File: src/rtl/exc_vec_pkg.sv
package exc_vec_pkg;

  localparam logic [7:0] VEC_PAGE  = 8'hFF;
  localparam logic [7:0] OFF_EXT   = 8'hFE;
  localparam logic [7:0] OFF_CLK   = 8'hFC;
  localparam logic [7:0] OFF_WDOG  = 8'hFA;
  localparam logic [7:0] OFF_TRAP  = 8'hF8;
  localparam logic [7:0] OFF_SWI   = 8'hF6;
  localparam logic [7:0] OFF_XIRQ  = 8'hF4;
  localparam logic [7:0] OFF_ITOP  = 8'hF2;
  localparam int         I_LINES_MAX = 61;

  // vector low byte of I line idx (line 0 sits just below the X slot)
  function automatic logic [7:0] i_offset(input int idx);
    return 8'(int'(OFF_ITOP) - 2 * idx);
  endfunction

endpackage

File: src/rtl/exc_rst_sync.sv
module exc_rst_sync #(
  parameter int STAGES = 2
) (
  input  logic clk,
  input  logic rst_n,
  output logic rst_s_n
);

  logic [STAGES-1:0] sync_q;
  logic [STAGES-1:0] sync_d;

  always_comb begin
    sync_d = {sync_q[STAGES-2:0], 1'b1};
  end

  always_ff @(posedge clk or negedge rst_n) begin
    if (!rst_n) sync_q <= '0;
    else        sync_q <= sync_d;
  end

  assign rst_s_n = sync_q[STAGES-1];

endmodule

File: src/rtl/exc_promo_reg.sv
module exc_promo_reg
  import exc_vec_pkg::*;
#(
  parameter int NUM_I = 61
) (
  input  logic       clk,
  input  logic       rst_n,
  input  logic       wr_en,
  input  logic [7:0] wr_data,
  output logic [7:0] promo_off
);

  localparam logic [7:0] LOW_OFF = 8'(int'(OFF_ITOP) - 2 * (NUM_I - 1));

  logic [7:0] promo_q;
  logic [7:0] promo_d;
  logic       wr_ok;

  always_comb begin
    wr_ok   = wr_en && !wr_data[0] && (wr_data <= OFF_ITOP) && (wr_data >= LOW_OFF);
    promo_d = promo_q;
    if (wr_ok) promo_d = wr_data;
  end

  always_ff @(posedge clk or negedge rst_n) begin
    if (!rst_n)     promo_q <= OFF_ITOP;
    else if (wr_ok) promo_q <= promo_d;
  end

  assign promo_off = promo_q;

  assert_promo_legal_R9: assert property (@(posedge clk) disable iff (!rst_n)
    (!promo_q[0] && promo_q <= OFF_ITOP && promo_q >= LOW_OFF));

  assert_promo_hold_R9: assert property (@(posedge clk) disable iff (!rst_n)
    !wr_en |=> $stable(promo_q));

endmodule

File: src/rtl/exc_irq_arb.sv
module exc_irq_arb
  import exc_vec_pkg::*;
#(
  parameter int NUM_I = 61
) (
  input  logic             clk,
  input  logic             rst_n,
  input  logic [NUM_I-1:0] req,
  input  logic [7:0]       promo_off,
  output logic             any_req,
  output logic [7:0]       win_off
);

  localparam logic [7:0] LOW_OFF = 8'(int'(OFF_ITOP) - 2 * (NUM_I - 1));

  logic [NUM_I-1:0] promo_hit;
  logic [7:0]       fixed_off;

  for (genvar g = 0; g < NUM_I; g++) begin : g_line
    localparam logic [7:0] MY_OFF = 8'(int'(OFF_ITOP) - 2 * g);
    assign promo_hit[g] = req[g] && (promo_off == MY_OFF);
  end

  // lowest index wins: scan downward so it is assigned last
  always_comb begin
    fixed_off = OFF_ITOP;
    for (int i = NUM_I - 1; i >= 0; i--) begin
      if (req[i]) fixed_off = i_offset(i);
    end
  end

  always_comb begin
    any_req = |req;
    win_off = fixed_off;
    if (|promo_hit) win_off = promo_off;
  end

  assert_win_legal_R3: assert property (@(posedge clk) disable iff (!rst_n)
    any_req |-> (!win_off[0] && win_off <= OFF_ITOP && win_off >= LOW_OFF));

  assert_promo_single_R8: assert property (@(posedge clk) disable iff (!rst_n)
    $onehot0(promo_hit));

endmodule

File: src/rtl/exc_vec_decoder.sv
module exc_vec_decoder
  import exc_vec_pkg::*;
#(
  parameter int NUM_I = 61
) (
  input  logic             clk,
  input  logic             rst_n,
  input  logic [NUM_I-1:0] irq_req,
  input  logic             xirq_req,
  input  logic             swi_req,
  input  logic             trap_req,
  input  logic             rst_ext_req,
  input  logic             rst_clk_req,
  input  logic             rst_wdog_req,
  input  logic             i_mask,
  input  logic             x_mask,
  input  logic             i_inhibit,
  input  logic             x_inhibit,
  input  logic             low_power,
  input  logic             promo_wr_en,
  input  logic [7:0]       promo_wr_data,
  output logic [15:0]      vec_addr,
  output logic             pending,
  output logic             wakeup
);

  localparam logic [15:0] VEC_RST = {VEC_PAGE, OFF_EXT};

  logic             rst_s_n;
  logic [NUM_I-1:0] i_serv;
  logic             x_serv;
  logic [7:0]       promo_off;
  logic             i_any;
  logic [7:0]       i_win_off;

  logic             sel_any;
  logic [7:0]       sel_off;
  logic [15:0]      vec_q, vec_d;
  logic             vec_en;
  logic             pend_q, pend_d;
  logic             wake_q, wake_d;

  exc_rst_sync #(.STAGES(2)) u_rst_sync (
    .clk     (clk),
    .rst_n   (rst_n),
    .rst_s_n (rst_s_n)
  );

  exc_promo_reg #(.NUM_I(NUM_I)) u_promo (
    .clk       (clk),
    .rst_n     (rst_s_n),
    .wr_en     (promo_wr_en),
    .wr_data   (promo_wr_data),
    .promo_off (promo_off)
  );

  always_comb begin
    i_serv = irq_req & {NUM_I{!i_mask && !i_inhibit}};
    x_serv = xirq_req && !x_mask && !x_inhibit;
  end

  exc_irq_arb #(.NUM_I(NUM_I)) u_arb (
    .clk       (clk),
    .rst_n     (rst_s_n),
    .req       (i_serv),
    .promo_off (promo_off),
    .any_req   (i_any),
    .win_off   (i_win_off)
  );

  // fixed chain, highest address first
  always_comb begin
    sel_any = 1'b1;
    sel_off = vec_q[7:0];
    if (rst_ext_req)       sel_off = OFF_EXT;
    else if (rst_clk_req)  sel_off = OFF_CLK;
    else if (rst_wdog_req) sel_off = OFF_WDOG;
    else if (trap_req)     sel_off = OFF_TRAP;
    else if (swi_req)      sel_off = OFF_SWI;
    else if (x_serv)       sel_off = OFF_XIRQ;
    else if (i_any)        sel_off = i_win_off;
    else                   sel_any = 1'b0;
  end

  always_comb begin
    vec_en = sel_any;
    vec_d  = {VEC_PAGE, sel_off};
    pend_d = sel_any;
    wake_d = low_power && ((|i_serv) || xirq_req);
  end

  always_ff @(posedge clk or negedge rst_s_n) begin
    if (!rst_s_n)    vec_q <= VEC_RST;
    else if (vec_en) vec_q <= vec_d;
  end

  always_ff @(posedge clk or negedge rst_s_n) begin
    if (!rst_s_n) begin
      pend_q <= 1'b0;
      wake_q <= 1'b0;
    end else begin
      pend_q <= pend_d;
      wake_q <= wake_d;
    end
  end

  assign vec_addr = vec_q;
  assign pending  = pend_q;
  assign wakeup   = wake_q;

  assert_ext_reset_top_R2: assert property (@(posedge clk) disable iff (!rst_s_n)
    rst_ext_req |=> (pending && vec_addr == 16'hFFFE));

  assert_trap_unmaskable_R6: assert property (@(posedge clk) disable iff (!rst_s_n)
    (trap_req && !rst_ext_req && !rst_clk_req && !rst_wdog_req) |=> (pending && vec_addr == 16'hFFF8));

  assert_i_masked_R4: assert property (@(posedge clk) disable iff (!rst_s_n)
    ((i_mask || i_inhibit) && !xirq_req && !swi_req && !trap_req &&
     !rst_ext_req && !rst_clk_req && !rst_wdog_req) |=> !pending);

  assert_idle_hold_R7: assert property (@(posedge clk) disable iff (!rst_s_n)
    !pending |-> $stable(vec_addr));

  assert_xirq_wake_R10: assert property (@(posedge clk) disable iff (!rst_s_n)
    (low_power && xirq_req) |=> wakeup);

  assert_awake_quiet_R10: assert property (@(posedge clk) disable iff (!rst_s_n)
    !low_power |=> !wakeup);

endmodule

File: config.mk
export PLATFORM = sky130hd
export DESIGN_NAME = exc_vec_decoder
export DESIGN_NICKNAME = d
export VERILOG_FILES = /design/src/rtl/exc_vec_pkg.sv /design/src/rtl/exc_rst_sync.sv /design/src/rtl/exc_promo_reg.sv /design/src/rtl/exc_irq_arb.sv /design/src/rtl/exc_vec_decoder.sv
export SDC_FILE = /design/constraint.sdc
export NUM_CORES = 1
export LEC_CHECK = 0
export ABC_AREA = 1
export BUFFER_PORTS_ARGS = -buffer_cell sky130_fd_sc_hd__buf_2
export CORE_ASPECT_RATIO = 1.5
export CORE_MARGIN = 2
export CORE_UTILIZATION = 45
export DETAILED_ROUTE_END_ITERATION = 16
export GPL_TIMING_DRIVEN = 1
export PLACE_DENSITY = 0.78
export REMOVE_ABC_BUFFERS = 1
export SETUP_SLACK_MARGIN = 0.1
export SLEW_MARGIN = 20
export SYNTH_ARGS = -nofsm -noshare
export SYNTH_HDL_FRONTEND = slang
export SYNTH_SLANG_ARGS = --single-unit
File: constraint.sdc
create_clock -name clk -period 0.8 [get_ports clk]
set_input_delay 0.04 -clock clk [delete_from_list [all_inputs] [get_ports clk]]
set_output_delay 0.04 -clock clk [all_outputs]
set_load 0.01 [all_outputs]
Yosys cells after proc, flatten, opt, wreduce, memory -nomap -nowiden
Index checks and enable logic that the tools add are counted.
- order comparisons: 2
- eq/ne operators: 61
- muxes and demuxes: 76
- bitwise gates (word level): 1
- reductions and logical operators: 78
- operators with widths (kind ; number):
    2-to-1 mux 8 bit ; 69
    == test 8 bit, second input constant ; 58
    OR reduction 61 bit ; 2
    logical AND 1 bit ; 68
    bitwise AND 61 bit ; 1
    == test 8 x 7 -> 1 bit, second input constant ; 3
    greater-or-equal comparator 8 x 7 -> 1 bit, second input constant ; 1
    <= comparator 8 bit, second input constant ; 1
    2-to-1 mux 1 bit ; 7
    nonzero test 7 bit ; 1
    logical NOT 1 bit ; 5
    AND reduction 2 bit ; 1
    logical OR 1 bit ; 1
- register bits: 20
- output and inout port bits: 18

Logic depth before layout (Yosys ltp)
Gate-level depths: netlist of run 1.
- depth in word-level cells: 72
- gate-level depth with buffers: 66

Cells and area by module
From an unflattened synthesis of run 1, not the netlist that was laid out.
- cell total of the unflattened synthesis: 647
- area, all modules: 3510.9 sq um
- modules (own cells, without submodules) (module ; times used ; cells each ; area each (sq um) ; sequential area each (sq um)):
    exc_irq_arb ; 1 ; 339 ; 1717.9 ; 0.0
    exc_vec_decoder ; 1 ; 259 ; 1343.8 ; 259.0
    exc_promo_reg ; 1 ; 46 ; 395.4 ; 206.4
    exc_rst_sync ; 1 ; 3 ; 53.8 ; 50.0

Least setup slack after synthesis of run 1
OpenSTA, ideal clock, no wires.
- path kind: input to register
- start point: input i_mask
- end point: register vec_q[1] (netlist: vec_addr[1])
- data arrival time: 2991 ps
- slack: -2269 ps
- cell stages on the path: 66
- path buffers: 0
- cell sequence: nor2_4 > nand2_1 > nand2_1 > nand2_1 > nand2_1 > nand2_1 > nand2_1 > nand2_1 > nand2_1 > nand2_1 > nand2_1 > nand2_1 > nand2_1 > nand2_1 > nand2_1 > nand2_1 > nand2_1 > nand2_1 > [... 30 more ...] > nand2_1 > nand2_1 > nand2_1 > nand2_1 > nand2_1 > nand2_1 > nand2_1 > nand2_1 > nand2_1 > nand2_1 > nand2_1 > nand2_1 > nand2_1 > nand2_1 > nand2_1 > nand2_1 > nand2_1 > a21oi_2
- longest elaborated chain between the ends: 71
- elaborated cells on any way between the ends: 143
- those cells by class: 75 x mux; 1 x bitwise; 67 x reduce/logical
- RTL lines (element ; line ; source):
    from (decl) ; exc_vec_decoder.sv:15 ; input logic i_mask,
    logical NOT 1 bit * ; exc_vec_decoder.sv:58 ; i_serv = irq_req & {NUM_I{!i_mask && !i_inhibit}};
    logical AND 1 bit * ; exc_vec_decoder.sv:58 ;
    bitwise AND 61 bit * ; exc_vec_decoder.sv:58 ;
    2-to-1 mux 8 bit (60 in series) ; exc_irq_arb.sv:28 ; if (req[i]) fixed_off = i_offset(i);
    2-to-1 mux 8 bit ; exc_irq_arb.sv:35 ; if (|promo_hit) win_off = promo_off;
    2-to-1 mux 8 bit ; exc_vec_decoder.sv:81 ; else if (i_any) sel_off = i_win_off;
    2-to-1 mux 8 bit ; exc_vec_decoder.sv:80 ; else if (x_serv) sel_off = OFF_XIRQ;
    2-to-1 mux 8 bit ; exc_vec_decoder.sv:79 ; else if (swi_req) sel_off = OFF_SWI;
    2-to-1 mux 8 bit ; exc_vec_decoder.sv:78 ; else if (trap_req) sel_off = OFF_TRAP;
    2-to-1 mux 8 bit ; exc_vec_decoder.sv:77 ; else if (rst_wdog_req) sel_off = OFF_WDOG;
    2-to-1 mux 8 bit ; exc_vec_decoder.sv:76 ; else if (rst_clk_req) sel_off = OFF_CLK;
    2-to-1 mux 8 bit ; exc_vec_decoder.sv:75 ; if (rst_ext_req) sel_off = OFF_EXT;
    to (signal assigned) ; exc_vec_decoder.sv:94 ; else if (vec_en) vec_q <= vec_d;
    to (decl) ; exc_vec_decoder.sv:38 ; logic [15:0] vec_q, vec_d;
Mark *: on every way between the ends. The rest lies on a longest branch, timed or not. The select of a mux whose other input is x is not followed.
A chain may end at the register's enable or synchronous reset.

Worst setup path in the final report of run 1
Ends and elaborated chain as after synthesis.

==> qor_table.md, run 1 <==
| Quantity | Value | Unit |
|:---|:---|:---|
| Unrepaired setup endpoints after global routing | true | - |
| Maximum ir drop on the vdd rail | 1465 | uV |
| Most frequent standard cell in the layout excluding fill and tap cells | sky130_fd_sc_hd__nand2_1 | - |
| Worst-case register-to-register setup slack | -2.13 | ns |
| Most frequent cells in the layout | sky130_fd_sc_hd__nand2_1, sky130_fd_sc_hd__buf_4, sky130_fd_sc_hd__buf_2 | - |
| Combinational power share | 60.3 | % |
| Part of the total power dissipated in the clock network | 15.4 | % |
| Total clock buffers created by CTS | 3 | - |
| Most used flip-flop cell after synthesis | sky130_fd_sc_hd__dfstp_2 | - |
| Register area | 515.5 | sq um |
| Leading cell types by total area after synthesis | sky130_fd_sc_hd__nand2_1, sky130_fd_sc_hd__dfstp_2, sky130_fd_sc_hd__o21ai_0, sky130_fd_sc_hd__inv_1, sky130_fd_sc_hd__dfrtp_1 | - |
| Synth Register Bits | 20 | - |
| Max-slew violation count | 0 | - |
| Fin worst setup slack | -2.654 | ns |
| Crit share post-route | 431.7 | % |
| Yosys cell types | 30 | - |
| Static Leak | 0.002414 | uW |
| Fraction of post-synthesis cell area in the top cell type by area | 27.98 | % |
| Source-to-sink clock delay at the later pin of the worst-skew pair | 0.25 | ns |
| Switching Fraction | 39.66 | % |
| Residual antenna-violating net count after detailed routing | 0 | - |
| Buffers added on ports | 92 | - |
| Sinks on Clock Net | 20 | - |
| Area of the mapped netlist | 0.002522 | sq mm |
| Placeable core area | 0.005450 | sq mm |
| Cells after DPL | 718 | - |
| Final routed wirelength across all metal layers | 11120 | um |
| Peak fanout along the critical path | 8 | - |
| Fraction of layout instances using a drive strength above 1 | 47.72 | % |
| Clock period minus worst slack | 3.454 | ns |
| Final layout net count | 765 | - |
| Post-synthesis adder-cell area fraction | 0 | % |
| Count of final setup violators | 27 | - |
| Share of synthesized area occupied by flip-flops and latches | 20.44 | % |
| Total of fill cells in the finished design | 371 | - |
| Worst path max stage delay | 0.22 | ns |
| Warning count from the yosys run | 0 | - |
| DR DRC count | 0 | - |
| Area taken by multi-input logic gates | 0.001932 | sq mm |
| Max Cap Viol | 0 | - |
| Routability cong. | 0.9329 | - |
| Number of instances in the synthesized netlist | 450 | - |
| Post-Synth Simple-Gate Area | 38.94 | % |
| Launching element type of the critical path | primary input | - |
| CP max stage cell | sky130_fd_sc_hd__nor2_4 | - |
| Global-route total usage across every layer | 33.77 | % |
| Count of H-tree levels built during CTS | 1 | - |
| Worst hold path type | in -> reg | - |
| Pre-CTS setup slack | -2.803 | ns |
| Pre-Repair DR Iteration Count | 7 | - |
| Compound-gate portion of the synthesized area | 25.05 | % |
| Die area | 0.006233 | sq mm |
| Die Span X | 65.13 | um |
| Final non-filler cell total | 751 | - |
| Die height | 95.70 | um |
| Post-synthesis average cell area | 5.605 | sq um |
| Share of total power in sequential cells | 24.3 | % |
| Initial antenna violation count | 0 | - |
| Worst path required time | 0.99 | ns |
| Setup skew after layout | 0.003876 | ns |
| Via count | 4002 | - |
| Effective utilization at floorplan | 46.28 | % |
| Final hold slack | -0.006826 | ns |
| Arrival time reported for the critical path endpoint | 3.65 | ns |
| Final number of hold-violating endpoints | 1 | - |
| Diode count | 0 | - |
| Run status | finished, violations left | - |
| Kind of end point of the critical path | register | - |
| Fmax achieved | 0.2895 | GHz |
| Most numerous cell on the critical path | sky130_fd_sc_hd__nand2_1 | - |
| XOR/XNOR share of the synthesized area | 0 | % |
| Wire length of the first global-routing pass | 16480 | um |
| Biggest area consumer among synthesized cells | sky130_fd_sc_hd__nand2_1 | - |
| Largest family of logic cells by synthesized area | simple AND/OR/NAND/NOR gates | - |
| Clock root buffer | sky130_fd_sc_hd__clkbuf_8 | - |
| Synthesis-to-layout area growth | 79.96 | % |
| Count of flip-flops with a built-in enable after synthesis | 0 | - |
| Row cnt | 33 | - |
| Detailed-route wire length per cell | 14.81 | um |
| Vias in the first global route | 3865 | - |
| Multiplexer share of the synthesized area | 0 | % |
| Power Density | 1081 | mW/mm^2 |
| Via-to-Cell Ratio | 5.329 | - |
| Clock Tree Buf Depth | 2 | - |
| Switching power total | 1945 | uW |
| Critical setup path kind | in -> reg | - |
| Overall Power | 4905 | uW |
| Number of DRC violations after detailed-routing iteration 0 | 264 | - |
| Internal power contribution | 2960 | uW |
| CTS tree | built | - |
| Ports placed on the boundary | 101 | - |
| Leftover overflow at the end of global routing | 0 | - |
| Pin count of the biggest net entering global routing | 30 | - |
| HPWL after DPL | 7325 | um |
| Clock transition at the registers of the reported paths | 0.07 | ns |
| Violated checks | hold timing, setup timing | - |
| Ys async rst share | 100.0 | % |
[what timing repair did]
item / in CTS / in global routing
hold endpoints to repair: 2 / 0
resized for setup: 96 / 50
pin swaps: 27 / 14
endpoints found under the setup margin: 28 / 28
cloned: 3 / 0
setup buffers: 17 / 9
hold buffers: 1 / 0
[worst paths after layout]
| check | startpoint | end | cells past startpoint |
|---|---|---|---|
| worst max-delay path | i_mask | vec_addr[1] | 67 |
| worst min-delay path | low_power | wakeup | 3 |
| worst max register to register | u_promo.promo_off[1] | vec_addr[3] | 18 |
| worst min register to register | u_rst_sync.sync_q[1] | u_promo.promo_off[3] | 1 |
| max in group asynchronous | u_rst_sync.sync_q[1] | vec_addr[7] | 1 |
| min in group asynchronous | rst_n | u_rst_sync.sync_q[1] | 2 |
[sequential cells by signal, summed over array words and instances, names as in the netlist]
signal and flops:
u_promo.promo_off 8, vec_addr 8, u_rst_sync.sync_q 2, pending 1, wakeup 1
[critical path: cells and delay by family]
kind	cells	cell delay, ns
AO/OA/AOI/OAI	1	0.05
AND/OR/NAND/NOR	65	3.45
buffers and inverters	1	0.09
[Yosys cell counts (4+ instances only)]
library cell,number
sky130_fd_sc_hd__dfrtp_1,8
sky130_fd_sc_hd__a21oi_1,12
sky130_fd_sc_hd__o41ai_1,4
sky130_fd_sc_hd__buf_4,8
sky130_fd_sc_hd__o21ai_0,50
sky130_fd_sc_hd__inv_1,55
sky130_fd_sc_hd__nand2_1,188
sky130_fd_sc_hd__nand3_1,9
sky130_fd_sc_hd__dfstp_2,12
sky130_fd_sc_hd__o22ai_1,26
sky130_fd_sc_hd__o211ai_1,4
sky130_fd_sc_hd__clkbuf_8,7
sky130_fd_sc_hd__nor2_1,28
sky130_fd_sc_hd__nor3_1,12
[power by group through the flow]
stage | Sequential [uW] | Combinational (uW) | Clock [uW]
detailed placement | 1190 | 2250 | 0
floorplan | 1230 | 1000 | 0
global route | 1200 | 3190 | 798
CTS | 1180 | 2630 | 768
finish | 1190 | 2960 | 757
global placement | 1180 | 2220 | 0
[layout make-up]
| class | instances | area share, % |
|---|---|---|
| clock buffers | 4 | 1.213 |
| inverters | 57 | 5.044 |
| multi-input cells | 364 | 42.56 |
| flip-flops and latches | 20 | 11.36 |
| well taps | 70 | 1.929 |
| repair buffers | 235 | 37.76 |
| repair inverters | 1 | 0.1378 |
[per-layer routing]
metal | vias to the layer above | part of all wire, % | GRT usage (%)
met2 | 171 | 55 | 68.04
li1 | 1935 | - | -
met1 | 1838 | 35 | 32.04
met5 | - | 0 | 0
met4 | 0 | 6.0 | 20.49
met3 | 58 | 4.5 | 3.275
[through the flow]
step | setup TNS (ns) | util [%] | instance area [sq um]
floorplan | -17.40 | - | 2377
global placement | -22.50 | 69.65 | 3796
detailed placement | -23.50 | 69.65 | 3796
CTS | -18.58 | 79.16 | 4314
global route | -22.25 | 83.29 | 4539
finish | -19.92 | 83.29 | 4539
[logic make-up after synthesis]
kind of cell,count (synthesis)
AND/OR/NAND/NOR,246
flip-flops,20
other,1
AO/OA/AOI/OAI,108
buffers and inverters,75
(Power assumes the default switching activity.)
==> run 2: changes to the inputs <==
- BUFFER_PORTS_ARGS: -buffer_cell sky130_fd_sc_hd__buf_2 -> -buffer_cell sky130_fd_sc_hd__buf_4
- CORE_ASPECT_RATIO: 1.5 -> unset
- SKIP_CTS_REPAIR_TIMING: unset -> 1
==> qor_table.md, run 2 (synthesized netlist as in run 1, its figures left out) <==
| Quantity | Value | Unit | vs previous |
|:---|:---|:---|:---|
| Final routed wirelength across all metal layers | 12010 | um | +7.9% |
| Final setup TNS | -19.52 | ns | +0.3967 ns |
| Fraction of layout instances using a drive strength above 1 | 47.77 | % | about the same |
| CTS tree | built | - |  |
| Buffers added on ports | 92 | - | unchanged |
| HPWL after DPL | 7918 | um | +8.1% |
| Pre-Repair DR Iteration Count | 5 | - | -2 |
| Count of final setup violators | 25 | - | -7.4% |
| Clock transition at the registers of the reported paths | 0.07 | ns | about the same |
| Worst hold path type | in -> reg | - |  |
| Kind of end point of the critical path | register | - |  |
| Initial antenna violation count | 0 | - | unchanged |
| Total of fill cells in the finished design | 297 | - | -20% |
| Max Cap Viol | 0 | - | unchanged |
| Placeable core area | 0.005473 | sq mm | +0.41% |
| Row cnt | 27 | - | -18% |
| Final number of hold-violating endpoints | 0 | - | -1 |
| Die height | 78.87 | um | -18% |
| Global-route total usage across every layer | 30.52 | % | -3.3 points |
| Vias in the first global route | 3581 | - | -7.3% |
| Max-slew violation count | 0 | - | unchanged |
| Unrepaired setup endpoints after global routing | true | - |  |
| Number of DRC violations after detailed-routing iteration 0 | 368 | - | +39% |
| Count of H-tree levels built during CTS | 1 | - | unchanged |
| Most frequent standard cell in the layout excluding fill and tap cells | sky130_fd_sc_hd__buf_4 | - |  |
| Violated checks | setup timing | - |  |
| Source-to-sink clock delay at the later pin of the worst-skew pair | 0.25 | ns | about the same |
| Combinational power share | 62.8 | % | +2.5 points |
| Sinks on Clock Net | 20 | - | unchanged |
| Power Density | 1040 | mW/mm^2 | -3.8% |
| Internal power contribution | 3049 | uW | +3.0% |
| Worst path max stage delay | 0.14 | ns | -0.08 ns |
| CP max stage cell | sky130_fd_sc_hd__nor2_4 | - |  |
| Detailed-route wire length per cell | 15.65 | um | +5.7% |
| Clock root buffer | sky130_fd_sc_hd__clkbuf_8 | - |  |
| Total clock buffers created by CTS | 3 | - | unchanged |
| Critical setup path kind | in -> reg | - |  |
| Arrival time reported for the critical path endpoint | 3.82 | ns | +0.17 ns |
| Launching element type of the critical path | primary input | - |  |
| Maximum ir drop on the vdd rail | 1329 | uV | -9.3% |
| Diode count | 0 | - | unchanged |
| Setup skew after layout | 0.002600 | ns | -0.001277 ns |
| Clock Tree Buf Depth | 2 | - | unchanged |
| Crit share post-route | 454.6 | % | +23 points |
| Pin count of the biggest net entering global routing | 60 | - | +100% |
| Leftover overflow at the end of global routing | 0 | - | unchanged |
| Share of total power in sequential cells | 23.8 | % | -0.5 points |
| Top delay family on crit path | simple AND/OR/NAND/NOR gates | - |  |
| Fmax achieved | 0.2749 | GHz | -5.0% |
| Clock period minus worst slack | 3.637 | ns | +0.1833 ns |
| Routability cong. | 0.9291 | - | -0.41% |
| Worst-case register-to-register setup slack | -2.09 | ns | +0.04 ns |
| Final layout net count | 779 | - | +1.8% |
| Final non-filler cell total | 767 | - | +2.1% |
| Effective utilization at floorplan | 46.09 | % | -0.19 points |
| Residual antenna-violating net count after detailed routing | 0 | - | unchanged |
| WP buf/inv | 2 | - | +1 |
| Number of cells on the worst hold path | 3 | - | unchanged |
| Fin worst setup slack | -2.837 | ns | -0.1833 ns |
| Wire length of the first global-routing pass | 15460 | um | -6.2% |
| Cells after DPL | 735 | - | +2.4% |
| Worst path required time | 0.99 | ns | about the same |
| Die Span X | 78.87 | um | +21% |
| Switching Fraction | 39.63 | % | about the same |
| Via-to-Cell Ratio | 5.430 | - | +1.9% |
| Most frequent cells in the layout | sky130_fd_sc_hd__buf_4, sky130_fd_sc_hd__nand2_1, sky130_fd_sc_hd__inv_1 | - |  |
| Die area | 0.006220 | sq mm | -0.19% |
| Ports placed on the boundary | 101 | - | unchanged |
| Stages on worst setup path | 67 | - | unchanged |
| Most numerous cell on the critical path | sky130_fd_sc_hd__nand2_1 | - |  |
| Run status | finished, violations left | - |  |
| Part of the total power dissipated in the clock network | 13.4 | % | -2.0 points |
| Peak fanout along the critical path | 5 | - | -3 |
| Via count | 4165 | - | +4.1% |
| Switching power total | 2002 | uW | +2.9% |
| DR DRC count | 0 | - | unchanged |
| Static Leak | 0.002533 | uW | +5.0% |
| Synthesis-to-layout area growth | 92.56 | % |  |
| Count of cells along the worst register-to-register path | 19 | - | +1 |
run 2: path summary, 6_finish.rpt:
path / startpoint / to
setup / recovery: i_inhibit / vec_addr[1]
hold / removal: low_power / wakeup
setup reg to reg: u_promo.promo_off[1] / vec_addr[1]
hold reg to reg: u_rst_sync.sync_q[1] / pending
max in group asynchronous: u_rst_sync.sync_q[1] / vec_addr[4]
min in group asynchronous: u_rst_sync.sync_q[1] / pending
run 2: per-layer routing:
| metal | track usage, % | vias to the layer above | share of wire (%) |
|---|---|---|---|
| li1 | - | 1970 | - |
| met1 | 36.04 | 1905 | 38 |
| met2 | 58.55 | 241 | 51 |
| met3 | 2.386 | 49 | 7.4 |
| met4 | 8.966 | 0 | 3.4 |
| met5 | 0 | - | 0 |
run 2: cell type report:
class	count	area, sq um	area share (%)
Timing Repair Buffer	250	2087	42.97
Tap cell	72	90.09	1.855
Clock buffer	4	45.04	0.9274
Sequential cell	20	515.5	10.61
Inverter	57	230.2	4.740
Multi-Input combinational cell	364	1889	38.90
run 2: through the flow:
| stage | utilization, % | cell area (sq um) | hold WS, ns | setup WS (ns) | power (uW) |
|---|---|---|---|---|---|
| 2_1_floorplan | - | 2377 | -0.2556 | -3.403 | 2234 |
| 3_3_place_gp | 75.90 | 4154 | -0.1768 | -2.780 | 3626 |
| 3_5_place_dp | 75.90 | 4154 | -0.1765 | -2.909 | 3685 |
| 4_1_cts | 76.73 | 4199 | -0.4556 | -2.656 | 4366 |
| 5_1_grt | 88.75 | 4857 | 0.02256 | -3.378 | 5325 |
| 6_report | 88.75 | 4857 | 0.006721 | -2.837 | 5051 |
run 2: worst register-to-register path, cell delays in order (launching register included):
cell and delay (ns):
sky130_fd_sc_hd__dfstp_2 0.55, sky130_fd_sc_hd__nor2_2 0.06, sky130_fd_sc_hd__inv_1 0.11, sky130_fd_sc_hd__nor3_2 0.07, sky130_fd_sc_hd__inv_2 0.16, sky130_fd_sc_hd__buf_4 0.14
sky130_fd_sc_hd__o22ai_1 0.06, sky130_fd_sc_hd__o41ai_1 0.30, sky130_fd_sc_hd__o21ai_1 0.14, sky130_fd_sc_hd__nand2_1 0.11, sky130_fd_sc_hd__o2111ai_2 0.12, sky130_fd_sc_hd__a31oi_2 0.24
sky130_fd_sc_hd__inv_2 0.12, sky130_fd_sc_hd__a21oi_1 0.18, sky130_fd_sc_hd__nand2_1 0.08, sky130_fd_sc_hd__nand2_1 0.07, sky130_fd_sc_hd__nand2_1 0.07, sky130_fd_sc_hd__nand2_1 0.07
sky130_fd_sc_hd__nand2_1 0.06, sky130_fd_sc_hd__a21oi_2 0.13
run 2: power by group through the flow:
stage / clock (uW) / sequential [uW] / combinational [uW]
2_1_floorplan: 0 / 1230 / 1000
3_3_place_gp: 0 / 1190 / 2440
3_5_place_dp: 0 / 1200 / 2490
4_1_cts: 677 / 1180 / 2510
5_1_grt: 724 / 1210 / 3390
6_report: 677 / 1200 / 3170
